`src/rtl/rsm_pkg.sv`:
```
package rsm_pkg;
  typedef enum logic {
    ST_IDLE = 1'b0,
    ST_RUN  = 1'b1
  } rsm_state_e;
endpackage

```
`src/rtl/rsm_pacer.sv`:
```
// Beat and slot counters: one slot per adder row, BEATS clocks each.
module rsm_pacer #(
  parameter int N     = 4,
  parameter int BEATS = 4
) (
  input  logic                                  clk,
  input  logic                                  rst_n,
  input  logic                                  launch,
  input  logic                                  run,
  output logic [((N > 1) ? $clog2(N) : 1)-1:0]  slot_idx,
  output logic                                  slot_tick,
  output logic                                  final_tick
);
  localparam int SW = (N > 1) ? $clog2(N) : 1;
  localparam int BW = (BEATS > 1) ? $clog2(BEATS) : 1;
  localparam logic [BW-1:0] BEAT_MAX = BW'(BEATS - 1);
  localparam logic [SW-1:0] SLOT_MAX = SW'(N - 1);

  logic [BW-1:0] beat_q, beat_d;
  logic [SW-1:0] slot_q, slot_d;
  logic          beat_last;

  always_comb begin
    beat_last = (beat_q == BEAT_MAX);
    beat_d    = beat_q;
    slot_d    = slot_q;
    if (launch) begin
      beat_d = '0;
      slot_d = '0;
    end else if (run) begin
      beat_d = beat_last ? '0 : beat_q + 1'b1;
      if (beat_last) slot_d = slot_q + 1'b1;
    end
  end

  always_ff @(posedge clk or negedge rst_n) begin
    if (!rst_n) begin
      beat_q <= '0;
      slot_q <= '0;
    end else if (launch || run) begin
      beat_q <= beat_d;
      slot_q <= slot_d;
    end
  end

  assign slot_idx   = slot_q;
  assign slot_tick  = run && beat_last;
  assign final_tick = slot_tick && (slot_q == SLOT_MAX);

  p_beat_bound_r4: assert property (@(posedge clk) disable iff (!rst_n)
    beat_q <= BEAT_MAX);
  p_slot_bound_r4: assert property (@(posedge clk) disable iff (!rst_n)
    run |-> (slot_q <= SLOT_MAX));
  p_launch_clears_r4: assert property (@(posedge clk) disable iff (!rst_n)
    launch |=> (beat_q == '0 && slot_q == '0));
endmodule

```
`src/rtl/rsm_ppgen.sv`:
```
// AND plane for one multiplier bit.
module rsm_ppgen #(
  parameter int N = 4
) (
  input  logic [N-1:0] a,
  input  logic         mbit,
  output logic [N-1:0] pp
);
  for (genvar i = 0; i < N; i++) begin : g_and
    assign pp[i] = a[i] & mbit;
  end
endmodule

```
`src/rtl/rsm_adder_row.sv`:
```
// One adder row: half adder in the lowest cell, full adders above it,
// carry rippling upward along the row.
module rsm_adder_row #(
  parameter int N = 4
) (
  input  logic [N-1:0] x,
  input  logic [N-1:0] y,
  output logic [N-1:0] s,
  output logic         cout
);
  always_comb begin
    logic c;
    c = 1'b0;
    s = '0;
    for (int i = 0; i < N; i++) begin
      if (i == 0) begin
        s[i] = x[i] ^ y[i];
        c    = x[i] & y[i];
      end else begin
        s[i] = x[i] ^ y[i] ^ c;
        c    = (x[i] & y[i]) | (c & (x[i] ^ y[i]));
      end
    end
    cout = c;
  end
endmodule

```
`src/rtl/rowseq_mult.sv`:
```
module rowseq_mult
  import rsm_pkg::*;
#(
  parameter int N     = 4,
  parameter int BEATS = 4
) (
  input  logic           clk,
  input  logic           rst_n,
  input  logic           start,
  input  logic [N-1:0]   op_a,
  input  logic [N-1:0]   op_b,
  output logic [2*N-1:0] product,
  output logic           busy,
  output logic           done
);
  localparam int PW = 2 * N;
  localparam int SW = (N > 1) ? $clog2(N) : 1;

  rsm_state_e    state_q, state_d;
  logic [N-1:0]  a_q, b_q;
  logic [N-1:0]  acc_q, acc_d;
  logic [N-1:0]  low_q, low_d;
  logic [PW-1:0] prod_q, prod_d;
  logic          done_q, done_d;

  logic          launch, run;
  logic [SW-1:0] slot_idx;
  logic          slot_tick, final_tick;
  logic [N-1:0]  pp, row_s;
  logic          row_cout;

  assign run    = (state_q == ST_RUN);
  assign launch = start && (state_q == ST_IDLE);

  rsm_pacer #(.N(N), .BEATS(BEATS)) u_pacer (
    .clk        (clk),
    .rst_n      (rst_n),
    .launch     (launch),
    .run        (run),
    .slot_idx   (slot_idx),
    .slot_tick  (slot_tick),
    .final_tick (final_tick)
  );

  rsm_ppgen #(.N(N)) u_ppgen (
    .a    (a_q),
    .mbit (b_q[slot_idx]),
    .pp   (pp)
  );

  rsm_adder_row #(.N(N)) u_row (
    .x    (acc_q),
    .y    (pp),
    .s    (row_s),
    .cout (row_cout)
  );

  always_comb begin
    state_d = state_q;
    if (launch)          state_d = ST_RUN;
    else if (final_tick) state_d = ST_IDLE;

    acc_d = acc_q;
    low_d = low_q;
    if (slot_tick) begin
      if (slot_idx == '0) begin
        acc_d    = {1'b0, pp[N-1:1]};
        low_d[0] = pp[0];
      end else begin
        acc_d           = {row_cout, row_s[N-1:1]};
        low_d[slot_idx] = row_s[0];
      end
    end

    prod_d = {row_cout, row_s[N-1:1], row_s[0], low_q[N-2:0]};
    done_d = final_tick;
  end

  always_ff @(posedge clk or negedge rst_n) begin
    if (!rst_n) begin
      state_q <= ST_IDLE;
      done_q  <= 1'b0;
      a_q     <= '0;
      b_q     <= '0;
      acc_q   <= '0;
      low_q   <= '0;
      prod_q  <= '0;
    end else begin
      state_q <= state_d;
      done_q  <= done_d;
      if (launch) begin
        a_q <= op_a;
        b_q <= op_b;
      end
      if (slot_tick) begin
        acc_q <= acc_d;
        low_q <= low_d;
      end
      if (final_tick) prod_q <= prod_d;
    end
  end

  assign product = prod_q;
  assign busy    = run;
  assign done    = done_q;

  p_busy_after_start_r2: assert property (@(posedge clk) disable iff (!rst_n)
    (start && !busy) |=> busy);
  p_done_from_run_r4: assert property (@(posedge clk) disable iff (!rst_n)
    done |-> $past(busy));
  p_done_pulse_r5: assert property (@(posedge clk) disable iff (!rst_n)
    done |=> !done);
  p_done_idle_r5: assert property (@(posedge clk) disable iff (!rst_n)
    done |-> !busy);
  p_prod_hold_r7: assert property (@(posedge clk) disable iff (!rst_n)
    !done |-> $stable(product));
  p_ops_frozen_r8: assert property (@(posedge clk) disable iff (!rst_n)
    $past(busy) |-> ($stable(a_q) && $stable(b_q)));
endmodule

```
`config.mk`:
```
export PLATFORM = sky130hd
export DESIGN_NAME = rowseq_mult
export DESIGN_NICKNAME = d
export VERILOG_FILES = /design/src/rtl/rsm_pkg.sv /design/src/rtl/rsm_pacer.sv /design/src/rtl/rsm_ppgen.sv /design/src/rtl/rsm_adder_row.sv /design/src/rtl/rowseq_mult.sv
export SDC_FILE = /design/constraint.sdc
export NUM_CORES = 1
export LEC_CHECK = 0
export CAP_MARGIN = 10
export CORE_MARGIN = 1
export CORE_UTILIZATION = 55
export CTS_BUF_LIST = sky130_fd_sc_hd__clkbuf_4 sky130_fd_sc_hd__clkbuf_8
export DETAILED_ROUTE_END_ITERATION = 8
export GPL_TIMING_DRIVEN = 0
export PLACE_DENSITY = 0.87
export SLEW_MARGIN = 20
export SYNTH_ARGS = -nofsm -noshare
export SYNTH_HDL_FRONTEND = slang
export SYNTH_HIERARCHICAL = 1
export SYNTH_SLANG_ARGS = --single-unit
```
`constraint.sdc`:
```
create_clock -name clk -period 3.7 [get_ports clk]
set_input_delay 0.74 -clock clk [delete_from_list [all_inputs] [get_ports clk]]
set_output_delay 0.74 -clock clk [all_outputs]
set_load 0.005 [all_outputs]
```
-- After elaboration in Yosys (flattened, before gate mapping)
Cells that the tools add are included.
- word-level logic and storage cells: 66
- output and inout bits: 10
- register bits after elaboration: 30
- bits of input ports: 11
- bitwise logic cells: 23
- reduce and logical (&&, ||, !) cells: 12
- mux-type cells: 15
- equal/unequal tests: 2
- magnitude comparators: 2
- add/subtract/negate cells: 2
- operators with widths (operator ; number):
    2-bit two-way mux ; 6
    1-bit bitwise AND ; 11
    1-bit bitwise XOR ; 7
    2-bit nonzero test ; 3
    1-bit two-way mux ; 5
    2-bit by 1-bit adder with 2-bit output, second input constant ; 2
    4-bit bitwise mux ; 1
    2-bit == test, second input constant ; 2
    1-bit logical AND ; 4
    4-bit two-way mux ; 1
    2-bit AND reduction ; 2
    2-bit by 3-bit less-than comparator with 1-bit output, second input constant ; 1
    1-bit OR ; 3
    3-bit AND reduction ; 1
    1-bit binary-select mux with 2-bit select ; 1
    1-bit demux with 2-bit select ; 1
    2-bit by 1-bit >= comparator with 1-bit output, second input constant ; 1
    2-bit logical NOT ; 1
    1-bit NOT ; 2
    1-bit logical OR ; 1

-- Depth between registers and ports, before layout
Gate-level depths: netlist of run 1.
- depth in word-level cells: 11
- gate-level depth with buffers: 11
- gate-level depth less buffers: 10

-- Modules after synthesis
The synthesis of run 1 kept the hierarchy.
- modules (own cells, without submodules) (module ; instances ; cells an instance ; area each (µm²)):
    rowseq_mult ; 1 ; 71 ; 1028.5
    rsm_pacer ; 1 ; 19 ; 216.5
    rsm_adder_row ; 1 ; 9 ; 91.3
    rsm_ppgen ; 1 ; 4 ; 25.0

-- Least setup slack after synthesis of run 1
Ideal clock, no wire load.
- path type: register -> register
- from: register u_pacer.slot_q[0], in the netlist u_pacer/slot_idx[0]
- to: register acc_q[2]
- path buffers: 0
- required time: 3.618 ns
- stages on the path, launching flop included: 11
- library setup time: 0.082 ns
- setup slack: 0.815 ns
- arrival time: 2.803 ns
- cell sequence: dfrtp_1 mux4_1 and2_1 ha_1 fa_1 fa_1 inv_1 fa_1 inv_1 o21ai_0 a31oi_1
- longest elaborated chain between the ends: 10
- elaborated cells on any way between the ends: 19
- those cells by class: 3 x mux; 15 x bitwise; 1 x reduce/logical
- RTL lines (item ; line ; RTL):
    from (decl) ; rsm_pacer.sv:20 ; logic [SW-1:0] slot_q, slot_d;
    from (signal assigned) ; rsm_pacer.sv:42 ; slot_q <= slot_d;
    1-bit binary-select mux with 2-bit select ; rowseq_mult.sv:47 ; .mbit (b_q[slot_idx]),
    1-bit two-way mux (not written as such) ; rowseq_mult.sv:47 ;
    1-bit bitwise AND ; rsm_ppgen.sv:10 ; assign pp[i] = a[i] & mbit;
    named net pp[0] ; rowseq_mult.sv:29 ; logic [N-1:0] pp, row_s;
    1-bit bitwise AND ; rsm_adder_row.sv:18 ; c = x[i] & y[i];
    1-bit bitwise AND ; rsm_adder_row.sv:21 ; c = (x[i] & y[i]) | (c & (x[i] ^ y[i]));
    1-bit OR ; rsm_adder_row.sv:21 ;
    1-bit bitwise AND ; rsm_adder_row.sv:21 ;
    1-bit OR ; rsm_adder_row.sv:21 ;
    1-bit bitwise XOR ; rsm_adder_row.sv:20 ; s[i] = x[i] ^ y[i] ^ c;
    named net row_s[3] ; rowseq_mult.sv:29 ;
    4-bit two-way mux ; rowseq_mult.sv:66 ; if (slot_idx == '0) begin
    to (signal assigned) ; rowseq_mult.sv:85 ; acc_q <= '0;
    to (signal assigned) ; rowseq_mult.sv:96 ; acc_q <= acc_d;
    to (decl) ; rowseq_mult.sv:21 ; logic [N-1:0] acc_q, acc_d;
The timed path passes the listed nets, and every way through them passes these cells. The select of a mux whose other input is x is not followed.
A chain may end at the register's enable or synchronous reset.

-- Final worst setup path of run 1
Ends and elaborated chain as after synthesis.

==> qor.txt, run 1 <==
Die area: 2680 µm²
Mapped Area: 1360 µm²
FP Rows: 17
CP top delay family: adder cells
Initial antenna violation count: 0
Tcrit/Tclk final: 0.837
Port bufs: 20
Arrival time worst endpoint: 3340 ps
NetSw: 437 µW
VDD IR max: 0.467 mV
Reg power frac: 0.426
CTS resizes: 0
Syn Nets: 120
Final wirelength: 2290 µm
Seq/Total Area, Yosys: 0.533
Sw Ratio: 0.337
Clock-pin transition on the worst setup and hold timing paths: 80 ps
Worst-Margin Slew: 623 ps
Via count: 843
Ys Warns: 6
First DRT Iteration DRCs: 16
Final Max Tran Viols: 0
RSZ-0062 raised after global routing: no
Worst Skew: 7.07 ps
Critical-path maximum fanout: 5
Comb power frac: 0.445
Min Tclk post-route: 3100 ps
Share of post-route cells with drive strength above 1: 0.209
Root Buffer: clkbuf_4
Clock latency on the worst-skew pair: 320 ps
Pint: 859 µW
Final HPWL DP: 1700 µm
Final core occ: 0.718
Metal-1 WL: 977 µm
Unique masters post-synth: 25
DR vias/cell: 5.37
Num CTS Buffers: 5
Post-Syn Area per Cell: 13.2 µm²
Detail Route Antenna Nets: 0
Crit path cell chain: mux4_1 -> and2_1 -> ha_1 -> fa_1 -> fa_1 -> inv_1 -> fa_1 -> inv_1 -> o21ai_0 -> a31oi_1
Met2 wire length: 1140 µm
Largest net degree at the start of global routing: 30
First-pass GRT wire length: 4160 µm
Top Layer Used: met4
Mapped Cells: 103
DRC: 0
Initial Utilization: 0.598
Nets: 147
Clock group share of total power: 0.129
Outcome: finished clean
Worst path bufs/invs: 2
Vias in the first global route: 899
Max incr delay on CP: 630 ps
Max-slew headroom: 0.585
CTS H-Tree Depth: 2
Setup violators final: 0
Min-Delay Path Class: primary input to asynchronous set/reset pin
DIE HEIGHT: 51.8 µm
Yosys reg bits: 29
Worst-case clock buffer depth: 2
Met3 wire length: 103 µm
Pwr Density: 793 nW/µm²
Post-CTS Setup Bufs: 0
Antenna fix cells: 0
Leakage: 0.739 nW
WL/cell: 14.6 µm
CP Capture Type: flip-flop
Filler instances: 150
Hold buffers post-CTS: 0
Top cell by count, worst path: fa_1
Slowest CP cell: mux4_1
DR pass1 iterations: 4
All-Layer GR Usage: 0.229
Total clock sinks: 29
Final hold viol count: 0
FMAX: 323 MHz
CORE AREA: 2280 µm²
Crit path kind: flip-flop to flip-flop
Final RePlAce weighted congestion: 0.803
# IOs: 21
Max-cap violations: 0
Die W: 51.8 µm
CP Launch Type: flip-flop
P&R area growth vs syn: 20.0%
TritonCTS clock tree: done
Post-Route Setup TNS: 0 ps
Grt total ovfl: 0
WP data required: 3940 ps
==> per-stage QoR <==
step	cell area [µm²]	total power [mW]	hold slack [ps]	instances	setup slack, ps
6_report	1630	1.30	425	157	603
5_1_grt	1630	1.42	465	157	382
4_1_cts	1630	1.32	422	157	614
3_5_place_dp	1590	1.14	473	151	632
3_3_place_gp	1600	1.10	461	151	677
2_1_floorplan	1360	0.937	444	103	815
==> layout by cell type, fill, tap and decap left out <==
cell type,instances
nor2b_1,2
mux2i_1,1
clkdlybuf4s50_1,19
o21ai_0,4
buf_6,2
a21oi_1,2
nand3_1,1
nand2b_1,1
o211ai_1,1
inv_1,6
or3b_1,4
fa_1,3
dfrtp_1,29
a31oi_1,3
buf_2,4
clkbuf_4,5
mux2_1,7
mux4_1,1
nand3b_1,2
nor3b_1,1
clkinv_2,1
a21bo_2,1
nor2_1,6
mux2_2,13
a21oi_2,1
and2_1,5
and3_1,1
ha_1,3
==> state kept, by name (all words and copies together) (netlist names) <==
name and count:
u_pacer/slot_idx 2, done 1, acc_q 4, a_q 4
busy 1, low_q 3, product 8, b_q 4
u_pacer/beat_q 2
==> logic make-up after synthesis <==
kind of cell | synth area share
buffers and inverters | 0.0441
flip-flops | 0.533
AND/OR/NAND/NOR | 0.104
multiplexers | 0.192
adder cells (fa/ha/maj) | 0.0717
AO/OA/AOI/OAI | 0.0552
==> power groups by stage <==
stage / registers (mW) / clock network [mW] / logic, mW
floorplan: 0.537 / 0 / 0.400
global placement: 0.547 / 0 / 0.554
detailed placement: 0.561 / 0 / 0.583
CTS: 0.555 / 0.178 / 0.587
global route: 0.574 / 0.186 / 0.660
finish: 0.552 / 0.167 / 0.577
==> final cells by class <==
type,instances,area (µm²),area share
clock inverter,1,5.00,0.00306
clock buffer,5,37.5,0.0230
multi-input combinational,63,576,0.352
sequential,29,726,0.444
inverter,6,22.5,0.0138
timing repair buffer,20,195,0.119
buffer,5,37.5,0.0230
tap,28,35.0,0.0214
==> final timing paths <==
kind                                startpoint  endpoint  slack (ps)  cells after the start
setup / recovery           u_pacer/slot_idx[0]  acc_q[2]         600                     10
hold / removal                           rst_n  acc_q[0]         430                      1
setup reg to reg           u_pacer/slot_idx[0]  acc_q[2]         600                     10
hold reg to reg                         b_q[1]    b_q[1]         490                      1
max in group asynchronous                rst_n  acc_q[2]        2870                      1
min in group clk                        b_q[1]    b_q[1]         490                      1
==> synthesized netlist by cell type <==
library cell	count	area, µm²
nor2_1	6	22.5
mux2_1	7	78.8
nand2b_1	1	6.26
nand3_1	1	5.00
a31oi_1	3	18.8
buf_2	3	15.0
fa_1	3	60.1
inv_1	6	22.5
mux4_1	1	26.3
a21oi_2	1	8.76
ha_1	3	37.5
nor2b_1	2	12.5
a21bo_2	1	10.0
and2_1	5	31.3
a21oi_1	2	10.0
nor3b_1	1	7.51
o211ai_1	1	7.51
o21ai_0	4	20.0
dfrtp_1	29	726
mux2_2	13	146
and3_1	1	6.26
or3b_1	4	35.0
mux2i_1	1	10.0
nand3b_1	2	15.0
buf_6	2	22.5
==> worst reg2reg max path, cell delays in order, from the launching register on <==
cell and delay, ps:
dfrtp_1 440, mux4_1 630, and2_1 190, ha_1 210, fa_1 380, fa_1 370, inv_1 80, fa_1 400
inv_1 70, o21ai_0 70, a31oi_1 160
==> per-layer routing <==
metal / global-route usage / vias up
met5: 0 / -
met4: 0.131 / 0
met3: 0.0906 / 8
met2: 0.346 / 22
met1: 0.278 / 403
li1: - / 410
Power figures use the tool's default switching activity.
==> run 2: changes to the inputs <==
- clock period: 3.7 -> 3 ns (I/O delays scaled with it)
==> run 2 against run 1 <==
Net effect: flip-flop and latch count stayed put; via count increased by 2.1%; global-route usage grew 0.063 points; worst hold slack worse by 140 ps; die area stayed put; first-iteration DRC count up 19%; maximum frequency is 8.6% higher; critical path depth unchanged; largest cell class unchanged; highest routed layer unchanged.
==> qor.txt, run 2 (synthesis results as in run 1) <==
Worst Skew: 10.7 ps (was 7.07 ps)
Worst r2r src: u_pacer/slot_idx[0] (unchanged)
Largest net degree at the start of global routing: 30 (unchanged)
Worst path bufs/invs: 3 (was 2)
FP Rows: 17 (unchanged)
DRC: 0 (unchanged)
WP data required: 3240 ps (was 3940 ps)
DR vias/cell: 5.38 (was 5.37)
First DRT Iteration DRCs: 19 (was 16)
Final setup margin: 149 ps (was 603 ps)
Num CTS Buffers: 5 (unchanged)
CTS H-Tree Depth: 2 (unchanged)
Fin cells: 160 (was 157)
P&R area growth vs syn: 21.8% (was 20.0%)
Top cell by count, worst path: fa_1 (unchanged)
CP Capture Type: flip-flop (unchanged)
DR pass1 iterations: 4 (unchanged)
Initial Utilization: 0.598 (unchanged)
Initial antenna violation count: 0 (unchanged)
Min Tclk post-route: 2850 ps (was 3100 ps)
Min-Delay Path Class: primary input to asynchronous set/reset pin (unchanged)
Design area: 1660 µm² (was 1630 µm²)
Clock latency on the worst-skew pair: 320 ps (about the same)
Sw Ratio: 0.338 (was 0.337)
Die W: 51.8 µm (unchanged)
Antenna fix cells: 0 (unchanged)
Cell count after placement: 151 (unchanged)
Max incr delay on CP: 530 ps (was 630 ps)
Final HPWL DP: 1700 µm (unchanged)
Filler instances: 151 (was 150)
Placed instance area: 1590 µm² (unchanged)
Leakage: 0.746 nW (was 0.739 nW)
VDD IR max: 0.588 mV (was 0.467 mV)
Port bufs: 20 (unchanged)
Nets: 150 (was 147)
NetSw: 568 µW (was 437 µW)
Via count: 861 (was 843)
Comb power frac: 0.473 (was 0.445)
Multi-input gate area: 577 µm² (was 576 µm²)
FF/Latch Area: 726 µm² (unchanged)
Most common library cell in the layout ignoring fill and taps: dfrtp_1 (unchanged)
CORE AREA: 2280 µm² (unchanged)
Worst-case clock buffer depth: 2 (unchanged)
Final RePlAce weighted congestion: 0.803 (unchanged)
Reg power frac: 0.403 (was 0.426)
Worst hold margin: 283 ps (was 425 ps)
Tcrit/Tclk final: 0.950 (was 0.837)
Final wirelength: 2390 µm (was 2290 µm)
# IOs: 21 (unchanged)
Crit path cell chain: mux4_2 -> buf_4 -> and2_1 -> fa_2 -> fa_1 -> inv_2 -> fa_1 -> inv_1 -> o21ai_0 -> a31oi_1 (was mux4_1 -> and2_1 -> ha_1 -> fa_1 -> fa_1 -> inv_1 -> fa_1 -> inv_1 -> o21ai_0 -> a31oi_1)
Pwr Density: 1010 nW/µm² (was 793 nW/µm²)
Crit path kind: flip-flop to flip-flop (unchanged)
Clock group share of total power: 0.124 (was 0.129)
First-pass GRT wire length: 4170 µm (was 4160 µm)
Total clock sinks: 29 (unchanged)
Critical-path maximum fanout: 3 (was 5)
WL/cell: 15.0 µm (was 14.6 µm)
Die area: 2680 µm² (unchanged)
Final Max Tran Viols: 0 (unchanged)
Clock-pin transition on the worst setup and hold timing paths: 90 ps (was 80 ps)
Final core occ: 0.728 (was 0.718)
CP top delay family: adder cells (unchanged)
TritonCTS clock tree: done (unchanged)
CP Launch Type: flip-flop (unchanged)
Max reg flops: 8 (unchanged)
Slowest CP cell: mux4_2 (was mux4_1)
All-Layer GR Usage: 0.230 (was 0.229)
Pint: 1.11 mW (was 859 µW)
Share of post-route cells with drive strength above 1: 0.258 (was 0.209)
Setup violators final: 0 (unchanged)
Worst-Margin Slew: 623 ps (about the same)
Max-cap violations: 0 (unchanged)
Outcome: finished clean (unchanged)
Grt total ovfl: 0 (unchanged)
Final hold viol count: 0 (unchanged)
Vias in the first global route: 902 (was 899)
DIE HEIGHT: 51.8 µm (unchanged)
CP startpoint: u_pacer/slot_idx[0] (unchanged)
Most frequent cells in the layout: dfrtp_1 (29), clkdlybuf4s50_1 (19), mux2_2 (13) (unchanged)
Root Buffer: clkbuf_4 (unchanged)
Post-Place Worst Slack: -68.5 ps (was 632 ps)
PnR Total Power: 1.68 mW (was 1.30 mW)
Detail Route Antenna Nets: 0 (unchanged)
FMAX: 351 MHz (was 323 MHz)
Post-Route Setup TNS: 0 ps (unchanged)
Max-slew headroom: 0.585 (about the same)
Arrival time worst endpoint: 3090 ps (was 3340 ps)
run 2: cell count changes in the layout (fill, tap and decap cells not counted), sizes merged:
cell,delta
buf,+3
run 2: power groups by stage:
stage / logic (mW) / registers, mW / clock network [mW]
final: 0.795 / 0.678 / 0.208
after global routing: 0.895 / 0.703 / 0.230
after CTS: 0.742 / 0.678 / 0.220
after detailed placement: 0.719 / 0.692 / 0
after global placement: 0.684 / 0.675 / 0
after floorplan: 0.493 / 0.662 / 0
run 2: area by class of cell:
type / count / area share
Buffer: 5 / 0.0226
Tap cell: 28 / 0.0211
Sequential cell: 29 / 0.438
Timing Repair Buffer: 23 / 0.131
Clock inverter: 1 / 0.00302
Clock buffer: 5 / 0.0226
Multi-Input combinational cell: 63 / 0.348
Inverter: 6 / 0.0136
run 2: final timing paths:
check,end,slack (ps),depth (start not counted)
max reg2reg,acc_q[2],150,10
min in group clk,a_q[2],490,1
max in group asynchronous,acc_q[1],2310,1
max,acc_q[2],150,10
min,acc_q[0],280,1
min reg2reg,a_q[2],490,1
run 2: repair_timing:
item,CTS,global route
pin swaps,0,1
resized for setup,0,4
buffers inserted,1,2
hold buffers,0,0
endpoints found under the hold margin,0,0
gates cloned,0,0
setup endpoints to repair,1,2
run 2: metal layers:
metal	global-route usage	vias up	part of all wire
li1	-	417	-
met1	0.280	406	0.43
met2	0.346	28	0.49
met3	0.0906	10	0.049
met4	0.131	0	0.030
met5	0	-	0
run 2: worst reg2reg max path, cell delays in order (launching register included):
cell	delay, ps
dfrtp_1	380
mux4_2	530
buf_4	150
and2_1	160
fa_2	390
fa_1	390
inv_2	70
fa_1	400
inv_1	80
o21ai_0	70
a31oi_1	150
==> run 3: changes to the inputs <==
- RECOVER_POWER: default -> 50
==> run 3 against run 2 <==
Net effect: the flow now finishes with violations (capacitance limit); final cell count is the same; worst hold slack improved by 210 ps; sequential share of layout area increased by 0.17 points; combinational power fell by 1%; utilization fell by 0.27 points; die area stayed put; wire length shrank 0.17%; sequential power hardly changed; clock power is essentially flat; first-iteration DRC count decreased by 16%; largest power group unchanged; highest routed layer unchanged.
==> qor.txt, run 3 (synthesis results as in run 1) <==
Met1 usage: 0.280 (unchanged)
Reg power frac: 0.405 (was 0.403)
FF/Latch Area: 726 µm² (unchanged)
Tcrit/Tclk final: 0.948 (was 0.950)
Met2 GRT Util: 0.346 (unchanged)
Critical-path maximum fanout: 3 (unchanged)
Multi-input gate area: 577 µm² (unchanged)
Via count: 869 (was 861)
Max reg flops: 8 (unchanged)
First DRT Iteration DRCs: 16 (was 19)
Detail Route Antenna Nets: 0 (unchanged)
Final hold viol count: 0 (unchanged)
WL/cell: 14.9 µm (was 15.0 µm)
DR pass1 iterations: 4 (unchanged)
DIE HEIGHT: 51.8 µm (unchanged)
Root Buffer: clkbuf_4 (unchanged)
CP Launch Type: flip-flop (unchanged)
Final RePlAce weighted congestion: 0.803 (unchanged)
CP startpoint: u_pacer/slot_idx[0] (unchanged)
P&R area growth vs syn: 21.3% (was 21.8%)
Max-cap violations: 1 (was 0)
Final HPWL DP: 1700 µm (unchanged)
Sw Ratio: 0.339 (was 0.338)
Top cell by count, worst path: fa_1 (unchanged)
Pint: 1.11 mW (about the same)
Share of post-route cells with drive strength above 1: 0.235 (was 0.258)
Total clock sinks: 29 (unchanged)
Die W: 51.8 µm (unchanged)
# IOs: 21 (unchanged)
All-Layer GR Usage: 0.230 (unchanged)
DR vias/cell: 5.43 (was 5.38)
Hold buffers post-CTS: 0 (unchanged)
Worst-case clock buffer depth: 2 (unchanged)
Cell count after placement: 151 (unchanged)
Slowest CP cell: mux4_2 (unchanged)
Vias in the first global route: 902 (unchanged)
Clock-pin transition on the worst setup and hold timing paths: 90 ps (about the same)
Port bufs: 20 (unchanged)
CORE AREA: 2280 µm² (unchanged)
Leakage: 0.735 nW (was 0.746 nW)
Most frequent cells in the layout: dfrtp_1 (29), clkdlybuf4s50_1 (18), mux2_2 (13) (was dfrtp_1 (29), clkdlybuf4s50_1 (19), mux2_2 (13))
Clock group share of total power: 0.124 (about the same)
Nets: 150 (unchanged)
First-pass GRT wire length: 4170 µm (unchanged)
VDD IR max: 0.585 mV (was 0.588 mV)
Final setup margin: 155 ps (was 149 ps)
DRC: 0 (unchanged)
Crit path kind: flip-flop to flip-flop (unchanged)
Min-Delay Path Class: flip-flop to flip-flop (was primary input to asynchronous set/reset pin)
TritonCTS clock tree: done (unchanged)
Min Tclk post-route: 2840 ps (was 2850 ps)
Violated checks: capacitance limit
Worst r2r src: u_pacer/slot_idx[0] (unchanged)
Worst path bufs/invs: 3 (unchanged)
Pwr Density: 1010 nW/µm² (about the same)
Hold EP: a_q[2]
Critical hold path startpoint: a_q[2]
Busiest grt layer: met2 (unchanged)
Reg-to-reg slack, setup: 160 ps (was 150 ps)
CP Capture Type: flip-flop (unchanged)
Fin cells: 160 (unchanged)
Comb power frac: 0.471 (was 0.473)
CP top delay family: adder cells (unchanged)
R2r endpoint: acc_q[2] (unchanged)
Final Max Tran Viols: 0 (unchanged)
Die area: 2680 µm² (unchanged)
Num CTS Buffers: 5 (unchanged)
Crit path cell chain: mux4_2 -> buf_4 -> and2_1 -> fa_2 -> fa_1 -> inv_2 -> fa_1 -> inv_1 -> o21ai_0 -> a31oi_1 (unchanged)
FP Rows: 17 (unchanged)
Largest net degree at the start of global routing: 30 (unchanged)
Antenna fix cells: 0 (unchanged)
Hold Path Depth: 1
Final core occ: 0.726 (was 0.728)
Clock latency on the worst-skew pair: 320 ps (about the same)
Final wirelength: 2390 µm (about the same)
Max incr delay on CP: 530 ps (about the same)
Most common library cell in the layout ignoring fill and taps: dfrtp_1 (unchanged)
Worst-Margin Slew: 1490 ps (was 623 ps)
Arrival time worst endpoint: 3090 ps (about the same)
NetSw: 566 µW (was 568 µW)
Initial Utilization: 0.598 (unchanged)
CTS H-Tree Depth: 2 (unchanged)
Outcome: finished with violations (was finished clean)
WP data required: 3240 ps (about the same)
PnR Total Power: 1.67 mW (was 1.68 mW)
Post-Place Worst Slack: -68.5 ps (unchanged)
FMAX: 351 MHz (about the same)
Setup violators final: 0 (unchanged)
Initial antenna violation count: 0 (unchanged)
Grt total ovfl: 0 (unchanged)
Filler instances: 153 (was 151)
Cells on worst reg2reg path: 10 (unchanged)
Max-slew headroom: 0.00394 (was 0.585)
Global-route track usage on met3: 0.0906 (unchanged)
Worst Skew: 10.2 ps (was 10.7 ps)
## run 3: changes by cell type in the layout (fill, tap and decap cells not counted)
cell and change:
buf_4 -1, dlygate4sd3_1 +1, clkbuf_1 +3, buf_2 -2
clkdlybuf4s50_1 -1
## run 3: layout make-up
| cell class | instances | area share |
|---|---|---|
| Tap cell | 28 | 0.0212 |
| Inverter | 6 | 0.0136 |
| Timing Repair Buffer | 23 | 0.129 |
| Buffer | 5 | 0.0220 |
| Clock inverter | 1 | 0.00303 |
| Multi-Input combinational cell | 63 | 0.349 |
| Clock buffer | 5 | 0.0227 |
| Sequential cell | 29 | 0.439 |
## run 3: worst max-delay path by stage
stage	cells past startpoint	to	slack, ps
final	10	acc_q[2]	160
after global routing	10	acc_q[2]	-10
after CTS	10	acc_q[2]	7
after detailed placement	10	acc_q[2]	-70
after global placement	10	acc_q[2]	-20
after floorplan	10	acc_q[2]	120
## run 3: layer usage
layer	vias up	part of all wire
met5	-	0
met4	0	0.029
met3	8	0.045
met2	23	0.49
met1	421	0.43
li1	417	-
## run 3: power groups by stage
stage / clock [mW] / combinational, mW / sequential [mW]
floorplan: 0 / 0.493 / 0.662
global placement: 0 / 0.684 / 0.675
global route: 0.230 / 0.888 / 0.703
CTS: 0.220 / 0.742 / 0.678
finish: 0.208 / 0.787 / 0.678
detailed placement: 0 / 0.719 / 0.692
## run 3: per-stage QoR
| stage | setup TNS, ps | hold slack [ps] | instance area [µm²] |
|---|---|---|---|
| after floorplan | 0 | 304 | 1360 |
| after global placement | -23.5 | 461 | 1600 |
| after detailed placement | -68.5 | 473 | 1590 |
| after CTS | 0 | 282 | 1640 |
| after global routing | -13.5 | 520 | 1650 |
| final | 0 | 491 | 1650 |
## run 3: timing repair
item / in CTS / in global routing
resized for setup: 0 / 4
setup endpoints to repair: 1 / 2
buffers inserted: 1 / 2
pin swaps: 0 / 1
